File: src/rtl/secattr_cfg_pkg.sv
package secattr_cfg_pkg;

   localparam int unsigned DATA_W = 32;

   // byte offsets of the decoded window
   localparam logic [11:0] OFS_CTRL   = 12'hDD0;
   localparam logic [11:0] OFS_TYPE   = 12'hDD4;
   localparam logic [11:0] OFS_SELECT = 12'hDD8;
   localparam logic [11:0] OFS_BASE   = 12'hDDC;
   localparam logic [11:0] OFS_LIMIT  = 12'hDE0;
   localparam logic [11:0] OFS_FSTAT  = 12'hDE4;
   localparam logic [11:0] OFS_FADDR  = 12'hDE8;

   // bits cleared on region writes
   localparam logic [DATA_W-1:0] BASE_CLR_BITS  = 32'h0000_001F;
   localparam logic [DATA_W-1:0] LIMIT_CLR_BITS = 32'h0000_001C;

   localparam int unsigned CTRL_W = 2;

   typedef enum logic [2:0] {
      SEL_CTRL   = 3'd0,
      SEL_TYPE   = 3'd1,
      SEL_SELECT = 3'd2,
      SEL_BASE   = 3'd3,
      SEL_LIMIT  = 3'd4,
      SEL_FSTAT  = 3'd5,
      SEL_FADDR  = 3'd6,
      SEL_NONE   = 3'd7
   } reg_sel_e;

endpackage

File: src/rtl/secattr_decode.sv
module secattr_decode
   import secattr_cfg_pkg::*;
#(
   parameter int unsigned ADDR_W = 12
) (
   input  logic [ADDR_W-1:0] addr_i,
   output reg_sel_e          sel_o
);

   generate
      if (ADDR_W < 12) begin : g_bad_width
         $error("secattr_decode: ADDR_W must be at least 12");
      end
   endgenerate

   always_comb begin
      sel_o = SEL_NONE;
      if      (addr_i == ADDR_W'(OFS_CTRL))   sel_o = SEL_CTRL;
      else if (addr_i == ADDR_W'(OFS_TYPE))   sel_o = SEL_TYPE;
      else if (addr_i == ADDR_W'(OFS_SELECT)) sel_o = SEL_SELECT;
      else if (addr_i == ADDR_W'(OFS_BASE))   sel_o = SEL_BASE;
      else if (addr_i == ADDR_W'(OFS_LIMIT))  sel_o = SEL_LIMIT;
      else if (addr_i == ADDR_W'(OFS_FSTAT))  sel_o = SEL_FSTAT;
      else if (addr_i == ADDR_W'(OFS_FADDR))  sel_o = SEL_FADDR;
   end

endmodule

File: src/rtl/secattr_region_file.sv
module secattr_region_file
   import secattr_cfg_pkg::*;
#(
   parameter int unsigned NREG  = 4,
   parameter int unsigned IDX_W = 2
) (
   input  logic                     clk_i,
   input  logic                     rst_ni,
   input  logic [IDX_W-1:0]         idx_i,
   input  logic                     base_we_i,
   input  logic                     limit_we_i,
   input  logic [DATA_W-1:0]        wdata_i,
   output logic                     idx_ok_o,
   output logic [DATA_W-1:0]        base_rd_o,
   output logic [DATA_W-1:0]        limit_rd_o,
   output logic [NREG*DATA_W-1:0]   base_flat_o,
   output logic [NREG*DATA_W-1:0]   limit_flat_o
);

   localparam logic [DATA_W-1:0] BASE_KEEP  = ~BASE_CLR_BITS;
   localparam logic [DATA_W-1:0] LIMIT_KEEP = ~LIMIT_CLR_BITS;

   generate
      if (NREG < 1) begin : g_bad_count
         $error("secattr_region_file: NREG must be at least 1");
      end
      if ((1 << IDX_W) < NREG) begin : g_bad_idx
         $error("secattr_region_file: IDX_W too narrow for NREG");
      end
   endgenerate

   logic [DATA_W-1:0] base_q  [NREG];
   logic [DATA_W-1:0] limit_q [NREG];

   assign idx_ok_o = (32'(idx_i) < NREG);

   generate
      for (genvar g = 0; g < NREG; g++) begin : g_region
         logic hit;
         assign hit = idx_ok_o && (32'(idx_i) == g);

         always_ff @(posedge clk_i or negedge rst_ni) begin
            if (!rst_ni) begin
               base_q[g]  <= '0;
               limit_q[g] <= '0;
            end else begin
               if (base_we_i && hit)  base_q[g]  <= wdata_i & BASE_KEEP;
               if (limit_we_i && hit) limit_q[g] <= wdata_i & LIMIT_KEEP;
            end
         end

         assign base_flat_o[g*DATA_W +: DATA_W]  = base_q[g];
         assign limit_flat_o[g*DATA_W +: DATA_W] = limit_q[g];
      end
   endgenerate

   always_comb begin
      base_rd_o  = '0;
      limit_rd_o = '0;
      for (int r = 0; r < NREG; r++) begin
         if (idx_ok_o && 32'(idx_i) == r) begin
            base_rd_o  = base_q[r];
            limit_rd_o = limit_q[r];
         end
      end
   end


   bad_idx_hold_chk: assert property (@(posedge clk_i) disable iff (!rst_ni)
      ((base_we_i || limit_we_i) && !idx_ok_o) |=> ($stable(base_flat_o) && $stable(limit_flat_o)));


   idle_hold_chk: assert property (@(posedge clk_i) disable iff (!rst_ni)
      (!base_we_i && !limit_we_i) |=> ($stable(base_flat_o) && $stable(limit_flat_o)));

endmodule

File: src/rtl/secattr_fault_regs.sv
module secattr_fault_regs
   import secattr_cfg_pkg::*;
(
   input  logic              clk_i,
   input  logic              rst_ni,
   input  logic              clr_we_i,
   input  logic [DATA_W-1:0] clr_mask_i,
   input  logic              addr_we_i,
   input  logic [DATA_W-1:0] addr_wdata_i,
   input  logic [DATA_W-1:0] set_i,
   output logic [DATA_W-1:0] status_o,
   output logic [DATA_W-1:0] addr_o
);

   logic [DATA_W-1:0] status_q, addr_q, clr_eff;

   assign clr_eff = clr_we_i ? clr_mask_i : '0;

   always_ff @(posedge clk_i or negedge rst_ni) begin
      if (!rst_ni) begin
         status_q <= '0;
         addr_q   <= '0;
      end else begin
         status_q <= (status_q & ~clr_eff) | set_i;
         if (addr_we_i) addr_q <= addr_wdata_i;
      end
   end

   assign status_o = status_q;
   assign addr_o   = addr_q;


   set_wins_chk: assert property (@(posedge clk_i) disable iff (!rst_ni)
      (set_i != '0) |=> ((status_o & $past(set_i)) == $past(set_i)));


   w1c_clears_chk: assert property (@(posedge clk_i) disable iff (!rst_ni)
      (clr_we_i && set_i == '0) |=> ((status_o & $past(clr_mask_i)) == '0));


   addr_keeps_status_chk: assert property (@(posedge clk_i) disable iff (!rst_ni)
      (addr_we_i && !clr_we_i && set_i == '0) |=> $stable(status_o));

endmodule

File: src/rtl/secattr_cfg_bank.sv
module secattr_cfg_bank
   import secattr_cfg_pkg::*;
#(
   parameter int unsigned NREG   = 4,
   parameter int unsigned ADDR_W = 12
) (
   input  logic                   clk_i,
   input  logic                   rst_ni,
   input  logic                   req_valid_i,
   input  logic                   req_write_i,
   input  logic                   req_secure_i,
   input  logic [ADDR_W-1:0]      req_addr_i,
   input  logic [31:0]            req_wdata_i,
   output logic                   rsp_valid_o,
   output logic [31:0]            rsp_rdata_o,
   output logic                   rsp_err_o,
   input  logic [31:0]            fault_set_i,
   output logic [1:0]             ctrl_o,
   output logic [NREG*32-1:0]     region_base_o,
   output logic [NREG*32-1:0]     region_limit_o,
   output logic                   inval_o,
   output logic                   sel_err_o,
   output logic [31:0]            fault_status_o,
   output logic [31:0]            fault_addr_o
);

   localparam int unsigned IDX_W = (NREG > 1) ? $clog2(NREG) : 1;

   generate
      if (NREG < 1 || NREG > 255) begin : g_bad_nreg
         $error("secattr_cfg_bank: NREG must lie in 1..255");
      end
   endgenerate

   reg_sel_e           sel;
   logic               acc_ok, wr_ok, rd_ok;
   logic [CTRL_W-1:0]  ctrl_q;
   logic [IDX_W-1:0]   idx_q;
   logic               idx_ok;
   logic [DATA_W-1:0]  base_rd, limit_rd, rd_val;
   logic               base_we, limit_we, sel_wr, sel_fits;
   logic               rsp_valid_q, rsp_err_q, inval_q, sel_err_q, ns_rsp_q;
   logic [DATA_W-1:0]  rsp_rdata_q;

   secattr_decode #(.ADDR_W(ADDR_W)) decode_i (
      .addr_i (req_addr_i),
      .sel_o  (sel)
   );

   assign acc_ok   = req_valid_i && req_secure_i && (sel != SEL_NONE);
   assign wr_ok    = acc_ok && req_write_i;
   assign rd_ok    = acc_ok && !req_write_i;
   assign base_we  = wr_ok && (sel == SEL_BASE);
   assign limit_we = wr_ok && (sel == SEL_LIMIT);
   assign sel_wr   = wr_ok && (sel == SEL_SELECT);
   assign sel_fits = (req_wdata_i < 32'(NREG));

   secattr_region_file #(.NREG(NREG), .IDX_W(IDX_W)) regions_i (
      .clk_i        (clk_i),
      .rst_ni       (rst_ni),
      .idx_i        (idx_q),
      .base_we_i    (base_we),
      .limit_we_i   (limit_we),
      .wdata_i      (req_wdata_i),
      .idx_ok_o     (idx_ok),
      .base_rd_o    (base_rd),
      .limit_rd_o   (limit_rd),
      .base_flat_o  (region_base_o),
      .limit_flat_o (region_limit_o)
   );

   secattr_fault_regs fault_i (
      .clk_i        (clk_i),
      .rst_ni       (rst_ni),
      .clr_we_i     (wr_ok && (sel == SEL_FSTAT)),
      .clr_mask_i   (req_wdata_i),
      .addr_we_i    (wr_ok && (sel == SEL_FADDR)),
      .addr_wdata_i (req_wdata_i),
      .set_i        (fault_set_i),
      .status_o     (fault_status_o),
      .addr_o       (fault_addr_o)
   );

   // control and region selector
   always_ff @(posedge clk_i or negedge rst_ni) begin
      if (!rst_ni) begin
         ctrl_q <= '0;
         idx_q  <= '0;
      end else begin
         if (wr_ok && sel == SEL_CTRL) ctrl_q <= req_wdata_i[CTRL_W-1:0];
         if (sel_wr && sel_fits)       idx_q  <= req_wdata_i[IDX_W-1:0];
      end
   end

   assign ctrl_o = ctrl_q;

   always_comb begin
      unique case (sel)
         SEL_CTRL:   rd_val = DATA_W'(ctrl_q);
         SEL_TYPE:   rd_val = DATA_W'(NREG);
         SEL_SELECT: rd_val = DATA_W'(idx_q);
         SEL_BASE:   rd_val = idx_ok ? base_rd : '0;
         SEL_LIMIT:  rd_val = idx_ok ? limit_rd : '0;
         SEL_FSTAT:  rd_val = fault_status_o;
         SEL_FADDR:  rd_val = fault_addr_o;
         default:    rd_val = '0;
      endcase
   end

   // response stage and strobes
   always_ff @(posedge clk_i or negedge rst_ni) begin
      if (!rst_ni) begin
         rsp_valid_q <= 1'b0;
         rsp_err_q   <= 1'b0;
         rsp_rdata_q <= '0;
         inval_q     <= 1'b0;
         sel_err_q   <= 1'b0;
         ns_rsp_q    <= 1'b0;
      end else begin
         rsp_valid_q <= req_valid_i;
         rsp_err_q   <= req_valid_i && (sel == SEL_NONE);
         rsp_rdata_q <= rd_ok ? rd_val : '0;
         inval_q     <= (base_we || limit_we) && idx_ok;
         sel_err_q   <= sel_wr && !sel_fits;
         ns_rsp_q    <= req_valid_i && !req_secure_i;
      end
   end

   assign rsp_valid_o = rsp_valid_q;
   assign rsp_err_o   = rsp_err_q;
   assign rsp_rdata_o = rsp_rdata_q;
   assign inval_o     = inval_q;
   assign sel_err_o   = sel_err_q;


   ns_write_ignored_chk: assert property (@(posedge clk_i) disable iff (!rst_ni)
      (req_valid_i && req_write_i && !req_secure_i && fault_set_i == '0)
      |=> ($stable(ctrl_o) && $stable(region_base_o) && $stable(region_limit_o)
           && $stable(fault_addr_o) && $stable(fault_status_o) && !inval_o && !sel_err_o));


   ns_read_zero_chk: assert property (@(posedge clk_i) disable iff (!rst_ni)
      (rsp_valid_o && ns_rsp_q) |-> (rsp_rdata_o == '0));


   bad_offset_zero_chk: assert property (@(posedge clk_i) disable iff (!rst_ni)
      rsp_err_o |-> (rsp_rdata_o == '0 && !inval_o && !sel_err_o));


   sel_err_keeps_chk: assert property (@(posedge clk_i) disable iff (!rst_ni)
      sel_err_o |-> $stable(idx_q));


   inval_source_chk: assert property (@(posedge clk_i) disable iff (!rst_ni)
      inval_o |-> $past(req_valid_i && req_write_i && req_secure_i));


   rsp_follows_chk: assert property (@(posedge clk_i) disable iff (!rst_ni)
      req_valid_i |=> rsp_valid_o);


   rsp_idle_chk: assert property (@(posedge clk_i) disable iff (!rst_ni)
      !req_valid_i |=> !rsp_valid_o);

endmodule

File: config.mk
export PLATFORM = sky130hd
export DESIGN_NAME = secattr_cfg_bank
export DESIGN_NICKNAME = d
export VERILOG_FILES = /design/src/rtl/secattr_cfg_pkg.sv /design/src/rtl/secattr_decode.sv /design/src/rtl/secattr_region_file.sv /design/src/rtl/secattr_fault_regs.sv /design/src/rtl/secattr_cfg_bank.sv
export SDC_FILE = /design/constraint.sdc
export NUM_CORES = 1
export LEC_CHECK = 0
export BUFFER_PORTS_ARGS = -buffer_cell sky130_fd_sc_hd__buf_2
export CORE_UTILIZATION = 45
export CTS_CLUSTER_DIAMETER = 50
export DETAILED_ROUTE_END_ITERATION = 8
export PLACE_DENSITY = 0.71
export REMOVE_ABC_BUFFERS = 1
export SYNTH_ARGS = -nofsm -noshare
export SYNTH_HDL_FRONTEND = slang
export SYNTH_SLANG_ARGS = --single-unit
File: constraint.sdc
create_clock -name clk_i -period 2.7 [get_ports clk_i]
set_clock_uncertainty 0.1 [all_clocks]
set_input_delay 0.135 -clock clk_i [delete_from_list [all_inputs] [get_ports clk_i]]
set_output_delay 0.135 -clock clk_i [all_outputs]
set_load 0.01 [all_outputs]
==> impl_metrics.json <==
{
  "p_comb_frac": 0.039,
  "hold_buffers": 102,
  "start_util": 0.4613,
  "hold_viol": 0,
  "grt_util_met1": 0.3820,
  "core_sq_um": 31800,
  "crit_fanout": 14,
  "synthMuxAreaShare": 0.2933,
  "root_buffer": "clkbuf_16",
  "diodes": 0,
  "critPathMaxStageDelay_ps": 820,
  "grt_pass1_wl_um": 71930,
  "row_count": 65,
  "grt.overflow.total": 0,
  "slowest_stage": "or4_2",
  "synth.largest_area_cell": "dfrtp_1",
  "vias": 11030,
  "cellPowerDensity_nw_per_um2": 567.8,
  "h-tree-depth": 2,
  "fmax_ghz": 0.4074,
  "p_sw_mw": 2.482,
  "synth-edff-count": 0,
  "synth-simple-area-share": 0.03642,
  "setup_viol": 0,
  "r2r_setup_slack_ps": 390,
  "gp_congestion": 0.8534,
  "max_slew_margin": 0.5327,
  "first_pass_iters": 5,
  "startpoint_type": "primary input",
  "yosysMostFrequentCell": "dfrtp_1",
  "syn_avg_cell_area_sq_um": 14.89,
  "rsz0062_at_grt": "false",
  "crit_arrival_ps": 2790,
  "post-route-period-util": 0.9090,
  "vdd_drop_max_mv": 0.5211,
  "final_nets": 1570,
  "grt_use_met2": 0.4724,
  "synth_compound_area_frac": 0.06056,
  "die_h_um": 182.5,
  "synthXorXnorAreaFrac": 0,
  "grt_use_met3": 0.06725,
  "hp-class": "primary input to flip-flop",
  "slew_viol_final": 0,
  "yosys_warnings": 0,
  "final-seq-area_sq_um": 8215,
  "swShare": 0.2233,
  "synth_top_cell_area_share": 0.5596,
  "worst_slew_pin_slew_ps": 700.9,
  "cap_violations": 0,
  "status": "completed",
  "end_kind": "flip-flop",
  "grt_max_degree": 83,
  "grt.busiest_layer": "met2",
  "period_minus_slack_ps": 2454,
  "leakage_nw": 9.966,
  "synth_top_family_by_area": "multiplexers",
  "clock_path_buffers": 3,
  "die_w_um": 182.5,
  "drt-total-wl_um": 48880,
  "numCtsBuffers": 42,
  "drc": 0,
  "synth_commonest_cells": "dfrtp_1 (328), mux2_2 (222), a22oi_1 (56), mux4_2 (56), clkbuf_1 (41)",
  "path_cells": "dlygate4sd3_1 -> buf_2 -> nor2b_1 -> a21oi_1 -> or4_2 -> buf_4 -> a21oi_1",
  "area_growth_pct": 33.48,
  "ios": 439,
  "pre_cts_slack_ps": 321.8,
  "netlist_instances": 985,
  "p_clk_frac": 0.518,
  "path_clk_slew_ps": 60,
  "power_frac_seq": 0.443,
  "syn-cell-area_sq_um": 14670,
  "die_area_sq_um": 33320,
  "multi_input_area_sq_um": 5861,
  "port-buffer-count": 406,
  "synthTopCellsByArea": "dfrtp_1 (56%), mux2_2 (17%), mux4_2 (8.6%), mux2_4 (3.1%), a22oi_1 (2.9%)",
  "critPathKind": "primary input to flip-flop",
  "cts-resized-gates": 0,
  "async_flop_share": 1.000,
  "grt_pass1_vias": 11380,
  "grt_usage": 0.2913,
  "dp_hpwl_um": 32030,
  "finalWorstSetupSlack_ps": 245.6,
  "drtAntennaViolNets": 0,
  "antenna_found_initial": 0,
  "ys.flop_type": "dfrtp_1",
  "ys_ff_latch": 328,
  "clk_latency_ps": 530,
  "synth-adder-area-share": 0,
  "seq_area_frac_synth": 0.5596,
  "via_per_inst": 5.643,
  "drt_iter0_markers": 628,
  "wl_per_cell_um": 25.02,
  "cts_num_sinks": 328,
  "nFillCells": 2397,
  "drive_gt1_frac": 0.5602,
  "worstPathRequired_ps": 3040,
  "cts_tree": "built",
  "netlist-cell-type-count": 43,
  "post-route-util": 0.6157,
  "post_cts_buffers": 0,
  "intPower_mw": 8.634,
  "crit_top_cell": "a21oi_1"
}
## sequential cells by signal, summed over array words and instances (netlist names), 2 cells and up
register	flops
rsp_rdata_o	32
idx_q	2
ctrl_o	2
fault_i.addr_o	32
regions_i.base_flat_o	108
regions_i.limit_flat_o	116
fault_i.status_o	32
## layer usage
| layer | vias to the layer above | part of all wire |
|---|---|---|
| met5 | - | 0 |
| li1 | 4601 | - |
| met1 | 5710 | 0.40 |
| met4 | 0 | 0.037 |
| met2 | 603 | 0.48 |
| met3 | 113 | 0.080 |
## area by class of cell
cell class / count / area share
flip-flops and latches: 328 / 0.4196
multi-input cells: 567 / 0.2993
repair buffers: 550 / 0.1789
clock buffers: 51 / 0.05899
well taps: 435 / 0.02780
clock inverters: 23 / 0.01534
## worst max-delay path, delay by kind of cell
kind                   cells  cell delay (ps)
AOI/OAI and AO/OA          2              340
and+or+nand+nor            2             1270
buffers and inverters      3             1010
## path summary, 6_finish.rpt
path                                      startpoint                    endpoint  depth (start not counted)
min in group asynchronous                     rst_ni          fault_i.addr_o[17]                          2
hold / removal                           req_write_i              rsp_rdata_o[7]                          3
hold reg to reg            regions_i.base_flat_o[82]   regions_i.base_flat_o[82]                          1
max in group asynchronous                     rst_ni  regions_i.limit_flat_o[57]                          3
setup reg to reg                            idx_q[1]   regions_i.base_flat_o[83]                          3
setup / recovery                       req_addr_i[5]             rsp_rdata_o[21]                          7
## cell families after synthesis
kind of cell           Yosys count
muxes                          316
DFF                            328
AOI/OAI and AO/OA              127
and+or+nand+nor                 92
other                            1
buffers and inverters          121
## cell usage in the layout, fill, tap and decap left out, types with 3 or more instances in the layout
cell,Yosys,routed
clkinvlp_4,0,4
bufinv_16,0,5
clkinv_4,0,5
a21o_1,32,32
conb_1,1,32
dlygate4sd3_1,0,102
mux4_2,56,56
nor2b_1,4,4
a22oi_1,56,56
nand2_1,39,37
nor4_1,8,8
a22o_1,3,3
buf_4,35,32
a21oi_1,30,30
clkbuf_8,0,7
buf_2,31,405
nand2_2,2,4
nor2_1,8,8
clkinv_2,0,4
mux2_1,8,8
a32oi_1,4,4
buf_12,2,10
clkbuf_16,0,42
mux2_2,222,222
dfrtp_1,328,326
mux2_4,30,30
## power by group through the flow
stage | clock, mW | sequential [mW] | combinational, mW
final | 5.76 | 4.92 | 0.432
after CTS | 5.85 | 4.92 | 0.433
after global routing | 6.06 | 4.92 | 0.473
after detailed placement | 0 | 5.01 | 0.351
after global placement | 0 | 5.01 | 0.346
after floorplan | 0 | 5.01 | 0.0605
## metrics by stage
step	cells	setup TNS (ps)	total power, mW	instance area, sq um	hold slack (ps)
after floorplan	895	-269480	5.074	14050	-260.6
after global placement	1778	0	5.356	17100	79.05
after detailed placement	1778	0	5.362	17100	86.86
after CTS	1954	0	11.21	19580	71.56
after global routing	1954	0	11.45	19580	100.9
final	1954	0	11.12	19580	74.41
(Power assumes the default switching activity.)
